<file path="config.mk">
export PLATFORM = sky130hd
export DESIGN_NAME = march_bist
export DESIGN_NICKNAME = d
export VERILOG_FILES = /design/src/rtl/march_pkg.sv /design/src/rtl/march_ctrl.sv /design/src/rtl/march_dpath.sv /design/src/rtl/march_bist.sv
export SDC_FILE = /design/constraint.sdc
export NUM_CORES = 1
export LEC_CHECK = 0
export ABC_CLOCK_PERIOD_IN_PS = 6880
export BUFFER_PORTS_ARGS = -buffer_cell sky130_fd_sc_hd__buf_2
export CORE_ASPECT_RATIO = 0.7
export CORE_UTILIZATION = 61
export CTS_BUF_LIST = sky130_fd_sc_hd__clkbuf_16
export CTS_CLUSTER_SIZE = 14
export DETAILED_ROUTE_END_ITERATION = 7
export PLACE_DENSITY_LB_ADDON = 0.3
export SKIP_CTS_REPAIR_TIMING = 1
export SLEW_MARGIN = 20
export SYNTH_ARGS = -nofsm -noshare
export SYNTH_HDL_FRONTEND = slang
export SYNTH_SLANG_ARGS = --single-unit
</file>
<file path="constraint.sdc">
create_clock -name clk -period 6.88 [get_ports clk]
set_clock_uncertainty 0.2 [all_clocks]
set_input_delay 1.376 -clock clk [delete_from_list [all_inputs] [get_ports clk]]
set_output_delay 1.376 -clock clk [all_outputs]
set_load 0.01 [all_outputs]
</file>
<file path="src/rtl/march_pkg.sv">
package march_pkg;

  localparam int ALGO_W = 3;
  localparam int ELEM_W = 3;

  localparam logic [ALGO_W-1:0] ALG_MATS    = 3'd0;
  localparam logic [ALGO_W-1:0] ALG_MATS_P  = 3'd1;
  localparam logic [ALGO_W-1:0] ALG_MATS_PP = 3'd2;
  localparam logic [ALGO_W-1:0] ALG_MX      = 3'd3;
  localparam logic [ALGO_W-1:0] ALG_MCM     = 3'd4;
  localparam logic [ALGO_W-1:0] ALG_MY      = 3'd5;

  typedef struct packed {
    logic isWr;
    logic val;
  } opT;

  typedef struct packed {
    logic       desc;
    logic [1:0] nOps;
    opT         op0;
    opT         op1;
    opT         op2;
  } elemT;

  typedef struct packed {
    logic clr;
    logic rdIssue;
    logic rdExp;
  } strobeT;

  function automatic opT rd(input logic v);
    return '{isWr: 1'b0, val: v};
  endfunction

  function automatic opT wr(input logic v);
    return '{isWr: 1'b1, val: v};
  endfunction

  localparam opT OP_NONE = '{isWr: 1'b0, val: 1'b0};

  function automatic elemT mkE(input logic d, input logic [1:0] n,
                               input opT a, input opT b, input opT c);
    return '{desc: d, nOps: n, op0: a, op1: b, op2: c};
  endfunction

  function automatic logic algoValid(input logic [ALGO_W-1:0] a);
    return a <= ALG_MY;
  endfunction

  function automatic logic [ELEM_W-1:0] elemCount(input logic [ALGO_W-1:0] a);
    case (a)
      ALG_MX, ALG_MY: return 3'd4;
      ALG_MCM:        return 3'd6;
      default:        return 3'd3;
    endcase
  endfunction

  function automatic elemT elemOf(input logic [ALGO_W-1:0] a, input logic [ELEM_W-1:0] i);
    elemT e;
    e = '0;
    if (i == 3'd0) begin
      e = mkE(1'b0, 2'd1, wr(1'b0), OP_NONE, OP_NONE);
    end else if (i == 3'd1) begin
      if (a == ALG_MY) e = mkE(1'b0, 2'd3, rd(1'b0), wr(1'b1), rd(1'b1));
      else             e = mkE(1'b0, 2'd2, rd(1'b0), wr(1'b1), OP_NONE);
    end else begin
      case (a)
        ALG_MATS:
          if (i == 3'd2) e = mkE(1'b1, 2'd1, rd(1'b1), OP_NONE, OP_NONE);
        ALG_MATS_P:
          if (i == 3'd2) e = mkE(1'b1, 2'd2, rd(1'b1), wr(1'b0), OP_NONE);
        ALG_MATS_PP:
          if (i == 3'd2) e = mkE(1'b1, 2'd3, rd(1'b1), wr(1'b0), rd(1'b0));
        ALG_MX:
          case (i)
            3'd2:    e = mkE(1'b1, 2'd2, rd(1'b1), wr(1'b0), OP_NONE);
            3'd3:    e = mkE(1'b0, 2'd1, rd(1'b0), OP_NONE, OP_NONE);
            default: e = '0;
          endcase
        ALG_MCM:
          case (i)
            3'd2:    e = mkE(1'b0, 2'd2, rd(1'b1), wr(1'b0), OP_NONE);
            3'd3:    e = mkE(1'b1, 2'd2, rd(1'b0), wr(1'b1), OP_NONE);
            3'd4:    e = mkE(1'b1, 2'd2, rd(1'b1), wr(1'b0), OP_NONE);
            3'd5:    e = mkE(1'b0, 2'd1, rd(1'b0), OP_NONE, OP_NONE);
            default: e = '0;
          endcase
        ALG_MY:
          case (i)
            3'd2:    e = mkE(1'b1, 2'd3, rd(1'b1), wr(1'b0), rd(1'b0));
            3'd3:    e = mkE(1'b0, 2'd1, rd(1'b0), OP_NONE, OP_NONE);
            default: e = '0;
          endcase
        default: e = '0;
      endcase
    end
    return e;
  endfunction

endpackage

</file>
<file path="src/rtl/march_ctrl.sv">
module march_ctrl
  import march_pkg::*;
#(
  parameter int DEPTH = 16,
  parameter int AW    = 4
) (
  input  logic              clk,
  input  logic              rstN,
  input  logic              start,
  input  logic [ALGO_W-1:0] algoSel,
  output logic [AW-1:0]     memAddr,
  output logic              memWe,
  output logic              memRe,
  output logic              memWdata,
  output logic              busy,
  output logic              done,
  output strobeT            strobe,
  output logic [AW-1:0]     rdAddr,
  output logic [ELEM_W-1:0] rdElem
);

  localparam logic [AW-1:0] MAX_ADDR = AW'(DEPTH - 1);

  typedef enum logic [1:0] {ST_IDLE, ST_RUN, ST_DRAIN} stateE;

  stateE             stateQ;
  logic [ALGO_W-1:0] algoQ;
  logic [ELEM_W-1:0] elemQ;
  logic [1:0]        opQ;
  logic [AW-1:0]     addrQ;
  logic              doneQ;

  elemT curE;
  opT   curOp;
  logic nxtDesc, firstDesc;
  logic lastOp, lastAddr, lastElem, accept, running;

  always_comb begin
    curE      = elemOf(algoQ, elemQ);
    nxtDesc   = elemOf(algoQ, elemQ + 3'd1).desc;
    firstDesc = elemOf(algoSel, 3'd0).desc;
    case (opQ)
      2'd0:    curOp = curE.op0;
      2'd1:    curOp = curE.op1;
      default: curOp = curE.op2;
    endcase
    lastOp   = (opQ == curE.nOps - 2'd1);
    lastAddr = curE.desc ? (addrQ == '0) : (addrQ == MAX_ADDR);
    lastElem = (elemQ == elemCount(algoQ) - 3'd1);
    running  = (stateQ == ST_RUN);
    accept   = (stateQ == ST_IDLE) && start && algoValid(algoSel);
  end

  always_ff @(posedge clk) begin
    if (!rstN) begin
      stateQ <= ST_IDLE;
      algoQ  <= '0;
      elemQ  <= '0;
      opQ    <= '0;
      addrQ  <= '0;
      doneQ  <= 1'b0;
    end else begin
      doneQ <= 1'b0;
      case (stateQ)
        ST_IDLE: begin
          if (accept) begin
            algoQ  <= algoSel;
            elemQ  <= '0;
            opQ    <= '0;
            addrQ  <= firstDesc ? MAX_ADDR : '0;
            stateQ <= ST_RUN;
          end
        end
        ST_RUN: begin
          if (!lastOp) begin
            opQ <= opQ + 2'd1;
          end else begin
            opQ <= '0;
            if (!lastAddr) begin
              addrQ <= curE.desc ? addrQ - 1'b1 : addrQ + 1'b1;
            end else if (!lastElem) begin
              elemQ <= elemQ + 3'd1;
              addrQ <= nxtDesc ? MAX_ADDR : '0;
            end else begin
              stateQ <= ST_DRAIN;
            end
          end
        end
        default: begin
          stateQ <= ST_IDLE;
          doneQ  <= 1'b1;
        end
      endcase
    end
  end

  assign memAddr  = running ? addrQ : '0;
  assign memWe    = running && curOp.isWr;
  assign memRe    = running && !curOp.isWr;
  assign memWdata = running && curOp.isWr && curOp.val;
  assign busy     = (stateQ != ST_IDLE);
  assign done     = doneQ;

  assign strobe.clr     = accept;
  assign strobe.rdIssue = running && !curOp.isWr;
  assign strobe.rdExp   = curOp.val;
  assign rdAddr         = addrQ;
  assign rdElem         = elemQ;

  AST_STROBES_EXCLUSIVE: assert property (@(posedge clk) disable iff (!rstN)
    !(memWe && memRe));
  AST_STROBES_WHILE_BUSY: assert property (@(posedge clk) disable iff (!rstN)
    (memWe || memRe) |-> busy);
  AST_DONE_ONE_CYCLE: assert property (@(posedge clk) disable iff (!rstN)
    done |=> !done);
  AST_START_IGNORED_BUSY: assert property (@(posedge clk) disable iff (!rstN)
    (running && start) |=> busy);
  AST_ADDR_IN_RANGE: assert property (@(posedge clk) disable iff (!rstN)
    (memWe || memRe) |-> (int'(memAddr) < DEPTH));

endmodule

</file>
<file path="src/rtl/march_dpath.sv">
module march_dpath
  import march_pkg::*;
#(
  parameter int AW = 4
) (
  input  logic              clk,
  input  logic              rstN,
  input  strobeT            strobe,
  input  logic [AW-1:0]     rdAddr,
  input  logic [ELEM_W-1:0] rdElem,
  input  logic              memRdata,
  output logic              failFlag,
  output logic [AW-1:0]     failAddr,
  output logic [ELEM_W-1:0] failElem
);

  logic              pendV, pendExp;
  logic [AW-1:0]     pendAddr;
  logic [ELEM_W-1:0] pendElem;
  logic              mismatch;

  always_ff @(posedge clk) begin
    if (!rstN) begin
      pendV    <= 1'b0;
      pendExp  <= 1'b0;
      pendAddr <= '0;
      pendElem <= '0;
    end else begin
      pendV <= strobe.rdIssue;
      if (strobe.rdIssue) begin
        pendExp  <= strobe.rdExp;
        pendAddr <= rdAddr;
        pendElem <= rdElem;
      end
    end
  end

  assign mismatch = pendV && (memRdata != pendExp);

  always_ff @(posedge clk) begin
    if (!rstN || strobe.clr) begin
      failFlag <= 1'b0;
      failAddr <= '0;
      failElem <= '0;
    end else if (mismatch && !failFlag) begin
      failFlag <= 1'b1;
      failAddr <= pendAddr;
      failElem <= pendElem;
    end
  end

  AST_FAIL_STICKY: assert property (@(posedge clk) disable iff (!rstN)
    (failFlag && !strobe.clr) |=> failFlag);
  AST_FAIL_INFO_HELD: assert property (@(posedge clk) disable iff (!rstN)
    (failFlag && !strobe.clr) |=> ($stable(failAddr) && $stable(failElem)));
  AST_CLEAR_ON_START: assert property (@(posedge clk) disable iff (!rstN)
    strobe.clr |=> !failFlag);

endmodule

</file>
<file path="src/rtl/march_bist.sv">
module march_bist
  import march_pkg::*;
#(
  parameter int DEPTH = 16,
  localparam int AW   = $clog2(DEPTH)
) (
  input  logic              clk,
  input  logic              rstN,
  input  logic              start,
  input  logic [ALGO_W-1:0] algoSel,
  output logic [AW-1:0]     memAddr,
  output logic              memWe,
  output logic              memRe,
  output logic              memWdata,
  input  logic              memRdata,
  output logic              busy,
  output logic              done,
  output logic              failFlag,
  output logic [AW-1:0]     failAddr,
  output logic [ELEM_W-1:0] failElem
);

  strobeT            strobe;
  logic [AW-1:0]     rdAddr;
  logic [ELEM_W-1:0] rdElem;

  march_ctrl #(.DEPTH(DEPTH), .AW(AW)) uCtrl (
    .clk(clk), .rstN(rstN), .start(start), .algoSel(algoSel),
    .memAddr(memAddr), .memWe(memWe), .memRe(memRe), .memWdata(memWdata),
    .busy(busy), .done(done), .strobe(strobe), .rdAddr(rdAddr), .rdElem(rdElem)
  );

  march_dpath #(.AW(AW)) uDpath (
    .clk(clk), .rstN(rstN), .strobe(strobe), .rdAddr(rdAddr), .rdElem(rdElem),
    .memRdata(memRdata), .failFlag(failFlag), .failAddr(failAddr), .failElem(failElem)
  );

endmodule

</file>
==> run metrics <==
status finished, violations left; failing checks DRC; VDD IR max 128 uV; CP arrival 2.85 ns; Final Max Tran Viols 0; buffer levels on the longest clock path 2; drt initial violations 153; CP required 5.30 ns; Hold WS 0.260 ns; # port buffers 23; post-route ant nets 0; first-pass GRT wire length 8.09 mm; maximum fanout along the worst path 11; area delta synth->final 12.5%; fin nets 283; Mapped Avg Cell Area 8.16 um2; Reg2Reg Launch Point uCtrl.rdElem[0]; Initial Utilization 64.0%; GR Util All Layers 29.7%; Syn Nets 264; clock latency on the worst-skew pair 0.27 ns; Reg2Reg Depth 9; leakage power 0.920 nW; layout cell share with drive strength beyond 1 14.6%; FP Rows 17; commonest non-fill, non-tap cells in the layout nand2_1 (39), dfxtp_1 (32), nor2_1 (27); setup TNS 0 ns; crit path kind flop to primary output; Power, Total 0.000425 W; routed len/inst 15.6 um; fin util 72.0%; Seq/Total Area, Yosys 31.8%; Hold Path Origin uDpath.pendElem[0]; vias in the first global route 1699; first drt pass iteration count 7; hold endpoint uDpath.pendElem[0]; PD cells 187 nW/um2; GRT overflow 0; CTS tree yes; largest net degree at the start of global routing 19; H-tree level count 2; EDFF count, synth 0; DRC Markers 6; clock root buffer clkbuf_16; post-route design area 2270 um2; max_cap viols 0; Core ar. 3150 um2; Fin. Hold Viols 0; Die Ht 50.1 um; chip width 70.7 um; CTS Sinks 32; synthesized area 2010 um2; Yosys top cell area share 31.8%; FMAX 0.226 GHz; Num CTS Buffers 5; Setup violations, final 0; ANT cells 0; Routed WL 4.77 mm; Post-Synthesis Cells 247; post-placement cell area 2130 um2; synthesis-stage register bit count 32; Period minus WS final 4.42 ns; vias per cell 6.18; ys flop type dfxtp_1; Synth area leaders dfxtp_1 (32%), nand2_1 (7.3%), ha_1 (6.2%); Worst-path clk slew 0.05 ns; die area 3540 um2; commonest non-fill, non-tap cell in the layout nand2_1; Async SR Flop Fraction 0%; gpl congestion 0.876; initial antenna violation count 0; Cell variety after synth 60; IO Pins 24; Worst slew margin 43.5%; dpl hpwl 3.45 mm; Yosys warning count 0; Min-Delay Path Class flop to flop; hold path depth 2; crit end category primary output; via count 1885; Worst R2R Setup Slack 3.68 ns; Critical R2R Capture uCtrl.rdAddr[1]; fin crit share 64.3%; Synth area leader dfxtp_1; slew of the pin with the lowest slew margin 0.845 ns; RSZ-0062 raised after global routing no; Worst setup SP type flop
power breakdown:
group | internal, W | leakage [nW] | total, W | switching [W]
Clock | 0.000130 | 0.0738 | 0.000205 | 0.0000749
Combinational | 0.0000102 | 0.587 | 0.0000274 | 0.0000172
Sequential | 0.000188 | 0.258 | 0.000193 | 0.00000520
cell families after synthesis:
kind of cell | count (synthesis) | synth area share, %
compound gates | 52 | 19.1
simple gates | 113 | 29.0
buf+inv | 22 | 4.60
mux | 13 | 6.71
fa+ha+maj | 10 | 6.21
flops | 32 | 31.8
xor+xnor | 5 | 2.55
area by class of cell:
type,instances,area (um2)
inverter,10,37.5
tap,38,47.5
fill,237,882
sequential,32,641
clock inverter,3,11.3
clock buffer,5,125
multi-input combinational,193,1280
timing repair buffer,24,123
metal layers:
layer	GRT usage, %	up-vias	part of all wire [%]
met2	43.3	81	43
met4	9.00	0	1.4
li1	-	912	-
met3	10.0	9	8.4
met1	41.3	883	48
met5	0	-	0
how the worst max path moves through the flow:
stage,start,endpoint,cells past startpoint
floorplan,uCtrl.rdElem[0],memWdata,7
global placement,uCtrl.rdElem[0],memRe,8
detailed placement,uCtrl.rdElem[0],memRe,8
CTS,uCtrl.rdElem[0],memRe,8
global route,uCtrl.rdElem[0],memRe,8
finish,uCtrl.rdElem[0],memRe,8
cells in the mapped netlist, types with 2 or more instances:
cell type,number
nor3_1,2
nand3_1,3
inv_1,9
o2111ai_1,2
o22a_1,2
buf_4,2
or4_1,2
nand4_1,2
a21oi_1,14
and4bb_1,2
and4_1,2
a211oi_1,2
a21o_1,4
xnor2_1,4
or3_1,3
nor2b_1,4
and2_1,6
nor2_1,27
ha_1,10
mux2i_1,11
nand2b_1,8
a32o_1,3
clkbuf_1,7
a31oi_1,8
buf_2,2
nor4_1,3
dfxtp_1,32
nand2_1,39
flip-flops by register name, summed over array words and instances, names as in the netlist:
| register | flops |
|---|---|
| uDpath.pendElem | 3 |
| uDpath.failAddr | 4 |
| uDpath.pendV | 1 |
| uDpath.pendAddr | 4 |
| uCtrl.rdAddr | 4 |
| uCtrl.done | 1 |
| uDpath.failFlag | 1 |
| uDpath.failElem | 3 |
| uCtrl.algoQ | 3 |
| uCtrl.rdElem | 3 |
| uCtrl.stateQ | 2 |
| uCtrl.opQ | 2 |
| uDpath.pendExp | 1 |
through the flow:
| step | instances | worst slack [ns] |
|---|---|---|
| after floorplan | 247 | 3.53 |
| after global placement | 297 | 2.92 |
| after detailed placement | 297 | 2.80 |
| after CTS | 305 | 2.49 |
| after global routing | 305 | 2.21 |
| final | 305 | 2.46 |
worst max-delay path, stage by stage, from the launching register on:
cell      delay (ns)
dfxtp_1         0.52
inv_1           0.15
ha_1            0.31
and4bb_1        0.25
a221oi_2        0.30
a31o_2          0.20
nand3_1         0.31
inv_1           0.35
buf_2           0.18
Note: power is estimated with default switching activity, not from simulation.
